[src/rtl/ucp_pkg.sv]
package ucp_pkg;

   // transaction kinds seen by the packet engine
   typedef enum logic [2:0] {
      K_TX_SETUP  = 3'd0,
      K_TX_DATA   = 3'd1,
      K_RX_DATA   = 3'd2,
      K_TX_STATUS = 3'd3,
      K_RX_STATUS = 3'd4
   } xfer_kind_e;

   // outcome codes reported by the packet engine
   localparam logic [2:0] RES_ACK   = 3'd0;
   localparam logic [2:0] RES_DATA  = 3'd1;
   localparam logic [2:0] RES_NAK   = 3'd2;
   localparam logic [2:0] RES_STALL = 3'd3;
   localparam logic [2:0] RES_ERR   = 3'd4;

   // command bit positions
   localparam int B_SEND = 1;
   localparam int B_AUX  = 3;
   localparam int B_REQ  = 5;
   localparam int B_TOG  = 6;

   // status bit positions
   localparam int ST_RX    = 0;
   localparam int ST_BUSY  = 1;
   localparam int ST_STALL = 2;
   localparam int ST_ERR   = 4;

   typedef enum logic [1:0] {
      PH_IDLE = 2'd0,
      PH_XFER = 2'd1,
      PH_STAT = 2'd2
   } phase_e;

   typedef struct packed {
      logic       launch;
      xfer_kind_e kind;
      logic       tog_rst;
      logic       chain;
      logic       stall_set;
   } cmd_dec_t;

endpackage

[src/rtl/ucp_cmd_decode.sv]
module ucp_cmd_decode
   import ucp_pkg::*;
#(
   parameter bit HOST_EN = 1'b1,
   parameter bit DEV_EN  = 1'b1
) (
   input  logic       host_mode,
   input  logic [7:0] cmd,
   output cmd_dec_t   dec
);

   logic unused_bits;
   assign unused_bits = ^{cmd[7], cmd[4], cmd[2], cmd[0]};

   function automatic cmd_dec_t dec_host(input logic [7:0] c);
      cmd_dec_t d;
      d         = '0;
      d.kind    = K_TX_DATA;
      d.tog_rst = c[B_TOG];
      if (c[B_SEND]) begin
         d.launch = 1'b1;
         if (c[B_AUX])
            d.kind = K_TX_SETUP;
         else
            d.kind = c[B_TOG] ? K_TX_STATUS : K_TX_DATA;
      end else if (c[B_REQ]) begin
         d.launch = 1'b1;
         d.kind   = c[B_TOG] ? K_RX_STATUS : K_RX_DATA;
      end
      return d;
   endfunction

   function automatic cmd_dec_t dec_dev(input logic [7:0] c);
      cmd_dec_t d;
      d         = '0;
      d.kind    = K_TX_DATA;
      d.tog_rst = c[B_TOG];
      if (c[B_REQ]) begin
         d.stall_set = 1'b1;
      end else if (c[B_SEND]) begin
         d.launch = 1'b1;
         d.kind   = K_TX_DATA;
         d.chain  = c[B_AUX];
      end else if (c[B_AUX]) begin
         d.launch = 1'b1;
         d.kind   = K_TX_STATUS;
      end
      return d;
   endfunction

   generate
      if (HOST_EN && DEV_EN) begin : g_both
         always_comb dec = host_mode ? dec_host(cmd) : dec_dev(cmd);
      end else if (HOST_EN) begin : g_host
         logic unused_mode;
         assign unused_mode = host_mode;
         always_comb dec = dec_host(cmd);
      end else begin : g_dev
         logic unused_mode;
         assign unused_mode = host_mode;
         always_comb dec = dec_dev(cmd);
      end
   endgenerate

endmodule

[src/rtl/ucp_seq.sv]
module ucp_seq
   import ucp_pkg::*;
(
   input  logic       clk,
   input  logic       rst_n,
   input  logic       acc,
   input  cmd_dec_t   dec,
   input  logic       setup_in,
   input  logic       done,
   input  logic [2:0] result,
   output logic       busy,
   output xfer_kind_e kind,
   output logic       pid,
   output logic       ev_fin,
   output logic       ev_rx,
   output logic       ev_stall,
   output logic       ev_err
);

   phase_e     phase_q;
   xfer_kind_e kind_q;
   logic       chain_q;
   logic       tog_q;

   logic live;
   logic ok;
   logic to_stat;

   assign busy    = (phase_q != PH_IDLE);
   assign kind    = kind_q;
   assign pid     = (kind_q == K_TX_SETUP) ? 1'b0 : tog_q;
   assign live    = busy && done && !setup_in;
   assign ok      = (result == RES_ACK) || (result == RES_DATA);
   assign to_stat = chain_q && (phase_q == PH_XFER);

   assign ev_fin   = live && (result != RES_NAK) && !(ok && to_stat);
   assign ev_rx    = live && (result == RES_DATA);
   assign ev_stall = live && (result == RES_STALL);
   assign ev_err   = live && !ok && (result != RES_NAK) && (result != RES_STALL);

   always_ff @(posedge clk) begin
      if (!rst_n) begin
         phase_q <= PH_IDLE;
         kind_q  <= K_TX_DATA;
         chain_q <= 1'b0;
         tog_q   <= 1'b0;
      end else if (setup_in) begin
         phase_q <= PH_IDLE;
         chain_q <= 1'b0;
         tog_q   <= 1'b1;
      end else if (acc) begin
         if (dec.tog_rst)
            tog_q <= 1'b1;
         if (dec.launch) begin
            phase_q <= PH_XFER;
            kind_q  <= dec.kind;
            chain_q <= dec.chain;
         end
      end else if (live) begin
         if (ok) begin
            if (to_stat) begin
               phase_q <= PH_STAT;
               kind_q  <= K_RX_STATUS;
               tog_q   <= 1'b1;
            end else begin
               phase_q <= PH_IDLE;
               tog_q   <= ~pid;
            end
         end else if (result != RES_NAK) begin
            phase_q <= PH_IDLE;
         end
      end
   end

endmodule

[src/rtl/ucp_flags.sv]
module ucp_flags
   import ucp_pkg::*;
#(
   parameter int CNT_W     = 7,
   parameter int SETUP_LEN = 8
) (
   input  logic             clk,
   input  logic             rst_n,
   input  logic             setup_in,
   input  logic             acc,
   input  logic             stall_set,
   input  logic             busy,
   input  logic             ev_fin,
   input  logic             ev_rx,
   input  logic             ev_stall,
   input  logic             ev_err,
   input  logic [CNT_W-1:0] rx_len,
   input  logic             cpl_clr,
   output logic [7:0]       stat,
   output logic             stall_mode,
   output logic             cpl,
   output logic [CNT_W-1:0] rx_bytes
);

   logic             rx_q;
   logic             stall_q;
   logic             err_q;
   logic             smode_q;
   logic             cpl_q;
   logic [CNT_W-1:0] cnt_q;

   always_ff @(posedge clk) begin
      if (!rst_n) begin
         rx_q    <= 1'b0;
         stall_q <= 1'b0;
         err_q   <= 1'b0;
         smode_q <= 1'b0;
         cnt_q   <= '0;
      end else if (setup_in) begin
         rx_q    <= 1'b1;
         stall_q <= 1'b0;
         err_q   <= 1'b0;
         smode_q <= 1'b0;
         cnt_q   <= CNT_W'(SETUP_LEN);
      end else if (acc) begin
         rx_q    <= 1'b0;
         stall_q <= 1'b0;
         err_q   <= 1'b0;
         smode_q <= stall_set;
      end else begin
         if (ev_rx) begin
            rx_q  <= 1'b1;
            cnt_q <= rx_len;
         end
         if (ev_stall)
            stall_q <= 1'b1;
         if (ev_err)
            err_q <= 1'b1;
      end
   end

   always_ff @(posedge clk) begin
      if (!rst_n)
         cpl_q <= 1'b0;
      else if (setup_in || ev_fin)
         cpl_q <= 1'b1;
      else if (cpl_clr)
         cpl_q <= 1'b0;
   end

   generate
      for (genvar i = 0; i < 8; i++) begin : g_bit
         if (i == ST_RX) begin : g_rx
            assign stat[i] = rx_q;
         end else if (i == ST_BUSY) begin : g_busy
            assign stat[i] = busy;
         end else if (i == ST_STALL) begin : g_stall
            assign stat[i] = stall_q | smode_q;
         end else if (i == ST_ERR) begin : g_err
            assign stat[i] = err_q;
         end else begin : g_zero
            assign stat[i] = 1'b0;
         end
      end
   endgenerate

   assign stall_mode = smode_q;
   assign cpl        = cpl_q;
   assign rx_bytes   = cnt_q;

endmodule

[src/rtl/ucp_ctrl_csr.sv]
module ucp_ctrl_csr
   import ucp_pkg::*;
#(
   parameter int MAX_PKT = 64,
   parameter bit HOST_EN = 1'b1,
   parameter bit DEV_EN  = 1'b1,
   localparam int CNT_W  = $clog2(MAX_PKT + 1)
) (
   input  logic             clk,
   input  logic             rst_n,
   input  logic             host_mode,
   input  logic             cmd_wr,
   input  logic [7:0]       cmd_data,
   output logic [7:0]       stat_data,
   output logic             cpl_irq,
   input  logic             cpl_clr,
   output logic [CNT_W-1:0] rx_bytes,
   output logic             eng_req,
   output logic [2:0]       eng_kind,
   output logic             eng_pid,
   output logic             eng_stall,
   input  logic             eng_done,
   input  logic [2:0]       eng_result,
   input  logic [CNT_W-1:0] eng_len,
   input  logic             setup_in
);

   localparam int SETUP_LEN = 8;

   generate
      if (!(HOST_EN || DEV_EN)) begin : g_bad_role
         $error("ucp_ctrl_csr: at least one role must be enabled");
      end
      if (MAX_PKT < SETUP_LEN) begin : g_bad_pkt
         $error("ucp_ctrl_csr: MAX_PKT must hold a SETUP packet");
      end
   endgenerate

   cmd_dec_t   dec;
   logic       busy;
   logic       acc;
   xfer_kind_e kind;
   logic       ev_fin, ev_rx, ev_stall, ev_err;

   assign acc = cmd_wr && !busy && !setup_in;

   ucp_cmd_decode #(
      .HOST_EN (HOST_EN),
      .DEV_EN  (DEV_EN)
   ) u_dec (
      .host_mode (host_mode),
      .cmd       (cmd_data),
      .dec       (dec)
   );

   ucp_seq u_seq (
      .clk      (clk),
      .rst_n    (rst_n),
      .acc      (acc),
      .dec      (dec),
      .setup_in (setup_in),
      .done     (eng_done),
      .result   (eng_result),
      .busy     (busy),
      .kind     (kind),
      .pid      (eng_pid),
      .ev_fin   (ev_fin),
      .ev_rx    (ev_rx),
      .ev_stall (ev_stall),
      .ev_err   (ev_err)
   );

   ucp_flags #(
      .CNT_W     (CNT_W),
      .SETUP_LEN (SETUP_LEN)
   ) u_flags (
      .clk        (clk),
      .rst_n      (rst_n),
      .setup_in   (setup_in),
      .acc        (acc),
      .stall_set  (dec.stall_set),
      .busy       (busy),
      .ev_fin     (ev_fin),
      .ev_rx      (ev_rx),
      .ev_stall   (ev_stall),
      .ev_err     (ev_err),
      .rx_len     (eng_len),
      .cpl_clr    (cpl_clr),
      .stat       (stat_data),
      .stall_mode (eng_stall),
      .cpl        (cpl_irq),
      .rx_bytes   (rx_bytes)
   );

   assign eng_req  = busy;
   assign eng_kind = kind;

endmodule

[config.mk]
export PLATFORM = sky130hd
export DESIGN_NAME = ucp_ctrl_csr
export DESIGN_NICKNAME = d
export VERILOG_FILES = /design/src/rtl/ucp_pkg.sv /design/src/rtl/ucp_cmd_decode.sv /design/src/rtl/ucp_seq.sv /design/src/rtl/ucp_flags.sv /design/src/rtl/ucp_ctrl_csr.sv
export SDC_FILE = /design/constraint.sdc
export NUM_CORES = 1
export LEC_CHECK = 0
export ABC_AREA = 1
export BUFFER_PORTS_ARGS = -buffer_cell sky130_fd_sc_hd__clkbuf_2
export CORE_MARGIN = 2
export CORE_UTILIZATION = 36
export CTS_CLUSTER_SIZE = 12
export DETAILED_ROUTE_END_ITERATION = 12
export PLACE_DENSITY = 0.7
export SYNTH_ARGS = -nofsm -noshare
export SYNTH_HDL_FRONTEND = slang
export SYNTH_SLANG_ARGS = --single-unit
export TNS_END_PERCENT = 1
[constraint.sdc]
create_clock -name clk -period 1.6 [get_ports clk]
set_input_delay 0.48 -clock clk [delete_from_list [all_inputs] [get_ports clk]]
set_output_delay 0.48 -clock clk [all_outputs]
set_load 0.01 [all_outputs]
==> summary.txt, run 1 <==
Clock Latency Late Sink - 0.29 ns
NumNets Final - 218
# diodes - 0
XOR/XNOR Fraction of Synth Area - 0%
RSZ-0062 raised after global routing - false
dominant cells by area after synthesis - dfxtp_1 (36%), nand2_1 (13%), a21oi_1 (9.1%)
Pre-Repair DR Iteration Count - 4
DR iter-0 viols - 20
Die Y-Extent - 57.9 um
Worst R2R Setup Slack - 0.36 ns
Netlist cell types - 19
core area - 2760 sq um
RePlAce Congestion - 0.787
CP arrival - 1.01 ns
Critical Path RT - 1.12 ns
routed length per placed instance - 9.75 um
layout cell share with drive strength beyond 1 - 31.3%
Post-synth EDFFs - 0
GR Util All Layers - 13.0%
non-filler instance count after layout - 223
CTS Root Buffer Type - clkbuf_4
cell count after synthesis - 151
maximum VDD drop - 688 uV
crit path to - stat_data[1]
drt total wl - 2.18 mm
Synth top cells by count - nand2_1 (36), inv_1 (21), a21oi_1 (19), dfxtp_1 (19), nand3_1 (15)
mux contribution to synthesized area - 0%
post-route cell area - 1280 sq um
CTS sink cnt - 19
Lkg Pwr - 0.656 nW
Seq cells post-synth - 19
drt via density - 4.61
status - finished, final reports clean
max-cap viol count - 0
pin count of the biggest net entering global routing - 11
Final period util - 93.2%
worst-path fanout max - 3
Clock Path Buffers - 2
RR Startpoint - u_seq.phase_q[0]$_SDFFE_PP0P_
syn_area_per_cell - 6.94 sq um
Placed Area - 1250 sq um
first-pass GRT wire length - 3.47 mm
Tmin final - 1.49 ns
CTS H-tree lvls - 1
Fmax - 671 MHz
vias in the first global route - 875
Worst Hold Class - in2reg
Post-Synth Simple-Gate Area - 36.9%
Num CTS Buffers - 3
R2R Path End - u_seq.kind[2]$_SDFFE_PN0P_
crit path kind - reg2out
Die W - 57.9 um
placement row count - 19
Pwr per Cell Area - 706 nW/um^2
# setup viols final - 0
asr flop ratio synth - 0%
Synth Area in Adders - 0%
CP startpoint - u_seq.phase_q[1]$_SDFFE_PP0P_
Critical Path End Type - primary output
Reg2Reg Depth - 6
Filler cells - 298
top cell type's share of synthesized area - 36.3%
number of setup buffers added after CTS - 0
sequential share of the synthesized area - 36.3%
compound-gate portion of the synthesized area - 12.4%
Most used DFF post-synth - dfxtp_1
dominant cell type by area after synthesis - dfxtp_1
mapped cell area - 1050 sq um
clock-pin slew on the worst setup and hold paths - 0.10 ns
initial antenna violation count - 0
DIE AREA - 3360 sq um
grt total ovfl - 0
Post-DP HPWL - 1.82 mm
post-placement cell count - 219
detailed-route via count - 1,029
largest family of logic cells by synthesized area - simple AND/OR/NAND/NOR gates
count leader, synth - nand2_1
final-report hold violation count - 0
Worst Hold Slack - 0.423 ns
final antenna-violating net count - 0
Synth Warn # - 0
io pins - 47
Port Buffer Count - 38
Syn-to-layout area delta - 22.5%
DR DRC count - 0
clock tree from TritonCTS - yes
startpoint types - flop
Final Max Tran Viols - 0
Initial Util - 38.0%
Setup Total Neg Slack - 0 ns
post-route clock skew - 0.00277 ns
## registers in the layout, summed over array words and instances (netlist names)
register	count
u_seq.tog_q	1
u_seq.chain_q	1
u_flags.stall_q	1
u_seq.phase_q	2
u_flags.err_q	1
u_flags.stall_mode	1
u_flags.rx_q	1
u_flags.cpl	1
u_flags.rx_bytes	7
u_seq.kind	3
## layout by cell type, fill, tap and decap left out, drive strengths merged
cell / Yosys / routed
buf: 8 / 4
a211oi: 1 / 1
clkbuf: 0 / 42
o21ai: 3 / 3
nand2: 40 / 40
nor2: 16 / 16
a21boi: 1 / 1
dfxtp: 19 / 19
a21oi: 19 / 19
nor3: 1 / 1
conb: 1 / 4
inv: 22 / 22
nand3: 18 / 18
nand4: 2 / 2
## stage by stage
step           setup slack [ns]  utilization, %  power (mW)
6_report                  0.109            46.5       0.905
2_1_floorplan             0.376               -       0.620
4_1_cts                  0.0298            46.4       0.919
3_5_place_dp              0.170            45.5       0.682
3_3_place_gp              0.169            45.5       0.681
5_1_grt                  0.0151            46.5       0.961
## timing repair
item / in CTS / in global routing
hold buffers: 0 / 0
setup endpoints to repair: 0 / 2
gates resized for setup: 0 / 2
## worst max-delay path: stages (launching register included)
cell and delay (ns):
dfxtp_2 0.37, inv_1 0.06, nand2_1 0.13, clkbuf_2 0.16
## final cells by class
type                       count  area [sq um]  area share (%)
multi-input combinational    105           532            41.5
inverter                      22          82.6            6.44
sequential                    19           383            29.9
timing repair buffer          42           220            17.2
clock buffer                   4          26.3            2.05
tap                           31          38.8            3.02
## per-layer routing
| layer | wire (um) | global-route usage [%] |
|---|---|---|
| met1 | 1010 | 15.7 |
| met2 | 1010 | 22.4 |
| met3 | 133 | 4.24 |
| met4 | 23 | 2.99 |
| met5 | 0 | 0 |
## cells by family (layout without fill, tap and decap cells)
kind of cell | Yosys count | after routing
other cells | 1 | 4
compound gates | 24 | 24
flops | 19 | 19
simple gates | 77 | 77
buf+inv | 30 | 68
## how the worst min path moves through the flow
stage,end,start,cells past startpoint,slack [ns]
4_1_cts,u_flags.rx_bytes[1]$_SDFFE_PP0P_,eng_len[1],3,0.42
5_1_grt,u_flags.rx_bytes[1]$_SDFFE_PP0P_,eng_len[1],3,0.42
3_5_place_dp,u_flags.err_q$_SDFFE_PP0P_,u_flags.err_q$_SDFFE_PP0P_,2,0.45
6_report,u_flags.rx_bytes[1]$_SDFFE_PP0P_,eng_len[1],3,0.42
3_3_place_gp,u_flags.err_q$_SDFFE_PP0P_,u_flags.err_q$_SDFFE_PP0P_,2,0.44
2_1_floorplan,u_flags.err_q$_SDFFE_PP0P_,u_flags.err_q$_SDFFE_PP0P_,2,0.43
## where the power goes
part	total (mW)	switching, mW	internal, mW
clock	0.234	0.137	0.0970
sequential	0.497	0.00885	0.488
combinational	0.174	0.105	0.0686
Note: power is estimated with default switching activity, not from simulation.
==> run 2: changes to the inputs <==
--- a/config.mk
+++ b/config.mk
@@ -7,6 +7,7 @@
 export LEC_CHECK = 0
 export ABC_AREA = 1
 export BUFFER_PORTS_ARGS = -buffer_cell sky130_fd_sc_hd__clkbuf_2
+export CORE_ASPECT_RATIO = 1.4
 export CORE_MARGIN = 2
 export CORE_UTILIZATION = 36
 export CTS_CLUSTER_SIZE = 12
==> run 2 against run 1 <==
Against the previous run: flip-flop and latch count did not move; via count up 2.0%; power is 11% higher; worst setup slack worse by 0.017 ns; die area increased by 0.18%; fmax fell by 1.2%; first-iteration DRC count stayed put; largest power group unchanged; highest routed layer unchanged.
==> summary.txt, run 2 (same netlist as run 1, synthesis figures left out) <==
startpoint types - flop
Pre-Repair DR Iteration Count - 5 (+1)
Reg2Reg Depth - 6 (unchanged)
Num CTS Buffers - 3 (unchanged)
core area - 2820 sq um (+2.3%)
R2R Path End - u_seq.phase_q[1]$_SDFFE_PP0P_
CP arrival - 1.03 ns (+0.02 ns)
Top Family by Delay on Critical Path - flip-flops
Filler cells - 328 (+10%)
Clock Power Share - 33.0% (+7.1 points)
Die W - 49.6 um (-14%)
NumNets Final - 218 (unchanged)
CTS Root Buffer Type - clkbuf_8
placement row count - 23 (+4)
Pwr per Cell Area - 767 nW/um^2 (+8.7%)
Pint - 0.734 mW (+12%)
clock-pin slew on the worst setup and hold paths - 0.07 ns (-0.03 ns)
CP startpoint - u_seq.phase_q[1]$_SDFFE_PP0P_
commonest non-fill, non-tap cell in the layout - clkbuf_2
Hold-fix buffers, CTS - 0 (unchanged)
detailed-route via count - 1,050 (+2.0%)
Clock Path Buffers - 2 (unchanged)
Comb power frac - 17.3% (-1.9 points)
critical path cell sequence - inv_1 > nand2_1 > clkbuf_2
Die Y-Extent - 67.8 um (+17%)
maximum VDD drop - 347 uV (-50%)
Lkg Pwr - 0.662 nW (+0.99%)
io pins - 47 (unchanged)
status - finished, final reports clean
Fmax - 663 MHz (-1.2%)
CTS H-tree lvls - 1 (unchanged)
grt total ovfl - 0 (unchanged)
layout cell share with drive strength beyond 1 - 30.2% (-1.0 points)
multi-input logic area - 532 sq um (unchanged)
CTS sink cnt - 19 (unchanged)
max-cap viol count - 0 (unchanged)
commonest non-fill, non-tap cells in the layout - clkbuf_2 (38), nand2_1 (36), inv_1 (21), a21oi_1 (19), dfxtp_1 (19)
RePlAce Congestion - 0.760 (-3.5%)
# setup viols final - 0 (unchanged)
first-pass GRT wire length - 3.87 mm (+12%)
end-of-flow core utilization - 46.3% (-0.19 points)
Switching Share - 26.8% (-1.0 points)
# diodes - 0 (unchanged)
pin count of the biggest net entering global routing - 11 (unchanged)
Setup Total Neg Slack - 0 ns (unchanged)
number of setup buffers added after CTS - 0 (unchanged)
clock tree from TritonCTS - yes
routed length per placed instance - 9.87 um (+1.2%)
Clock Latency Late Sink - 0.26 ns (-0.03 ns)
vias in the first global route - 958 (+9.5%)
final antenna-violating net count - 0 (unchanged)
cts repair resizes - 0 (unchanged)
Critical Path RT - 1.12 ns (about the same)
crit path to - stat_data[1]
Worst R2R Setup Slack - 0.34 ns (-0.02 ns)
Post-DP HPWL - 1.86 mm (+2.2%)
net switching power - 0.268 mW (+6.7%)
CP max stage cell - dfxtp_1
Port Buffer Count - 38 (unchanged)
drt via density - 4.59 (-0.63%)
DR DRC count - 0 (unchanged)
Worst path max stage delay - 0.40 ns (+0.03 ns)
Final period util - 94.3% (+1.1 points)
Critical Path End Type - primary output
DR iter-0 viols - 20 (unchanged)
drt total wl - 2.26 mm (+3.9%)
final-report hold violation count - 0 (unchanged)
Tmin final - 1.51 ns (+0.0175 ns)
RSZ-0062 raised after global routing - false
Worst Hold Class - reg2reg
post-route clock skew - 0.00316 ns (+0.000391 ns)
initial antenna violation count - 0 (unchanged)
RR Startpoint - u_seq.phase_q[0]$_SDFFE_PP0P_
CP Buf/Inv Count - 2 (unchanged)
Register Area - 380 sq um (-0.65%)
Flop pwr share - 49.6% (-5.3 points)
Final Max Tran Viols - 0 (unchanged)
max reg flops - 7 (unchanged)
DIE AREA - 3360 sq um (+0.18%)
Critical Path Stages - 3 (unchanged)
GR Util All Layers - 14.9% (+1.9 points)
worst-path fanout max - 3 (unchanged)
Initial Util - 37.1% (-0.84 points)
crit path kind - reg2out
Syn-to-layout area delta - 24.7%
## run 2: cell counts in the layout (fill, tap and decap cells not counted)
Identical to the previous run, type by type.
## run 2: power by group through the flow
stage | Clock, mW | Combinational, mW | Sequential, mW
floorplan | 0 | 0.109 | 0.511
global placement | 0 | 0.174 | 0.509
detailed placement | 0 | 0.175 | 0.508
CTS | 0.340 | 0.176 | 0.498
global route | 0.356 | 0.198 | 0.498
finish | 0.331 | 0.174 | 0.497
## run 2: how the worst min path moves through the flow
stage	start	endpoint	slack [ns]	depth (start not counted)
finish	u_flags.err_q$_SDFFE_PP0P_	u_flags.err_q$_SDFFE_PP0P_	0.45	2
global route	rst_n	u_seq.kind[0]$_SDFFE_PN1P_	0.47	2
CTS	u_flags.err_q$_SDFFE_PP0P_	u_flags.err_q$_SDFFE_PP0P_	0.46	2
detailed placement	u_flags.err_q$_SDFFE_PP0P_	u_flags.err_q$_SDFFE_PP0P_	0.45	2
global placement	u_flags.err_q$_SDFFE_PP0P_	u_flags.err_q$_SDFFE_PP0P_	0.44	2
floorplan	u_flags.err_q$_SDFFE_PP0P_	u_flags.err_q$_SDFFE_PP0P_	0.43	2
## run 2: tightest hold or removal path, cell delays in order (launching register included)
cell	delay, ns
dfxtp_1	0.31
inv_1	0.05
a21oi_1	0.05
## run 2: area by class of cell
class,count,area share [%]
flip-flops and latches,19,29.1
clock buffers,4,3.45
well taps,37,3.54
inverters,22,6.32
repair buffers,42,16.9
multi-input cells,105,40.7
## run 2: per-layer routing
layer | up-vias | global-route usage, % | part of all wire [%]
li1 | 554 | - | -
met1 | 464 | 16.4 | 40
met2 | 27 | 26.7 | 52
met3 | 5 | 3.06 | 6.0
met4 | 0 | 8.33 | 2.3
met5 | - | 0 | 0
## run 2: through the flow
step	power, mW	instance area, sq um	hold WS [ns]	setup slack (ns)	cells
3_5_place_dp	0.683	1260	0.448	0.171	225
2_1_floorplan	0.620	1060	0.427	0.376	154
3_3_place_gp	0.682	1260	0.442	0.179	225
5_1_grt	1.05	1310	0.472	0.0352	229
6_report	1.00	1310	0.452	0.0920	229
4_1_cts	1.01	1310	0.458	0.0759	229
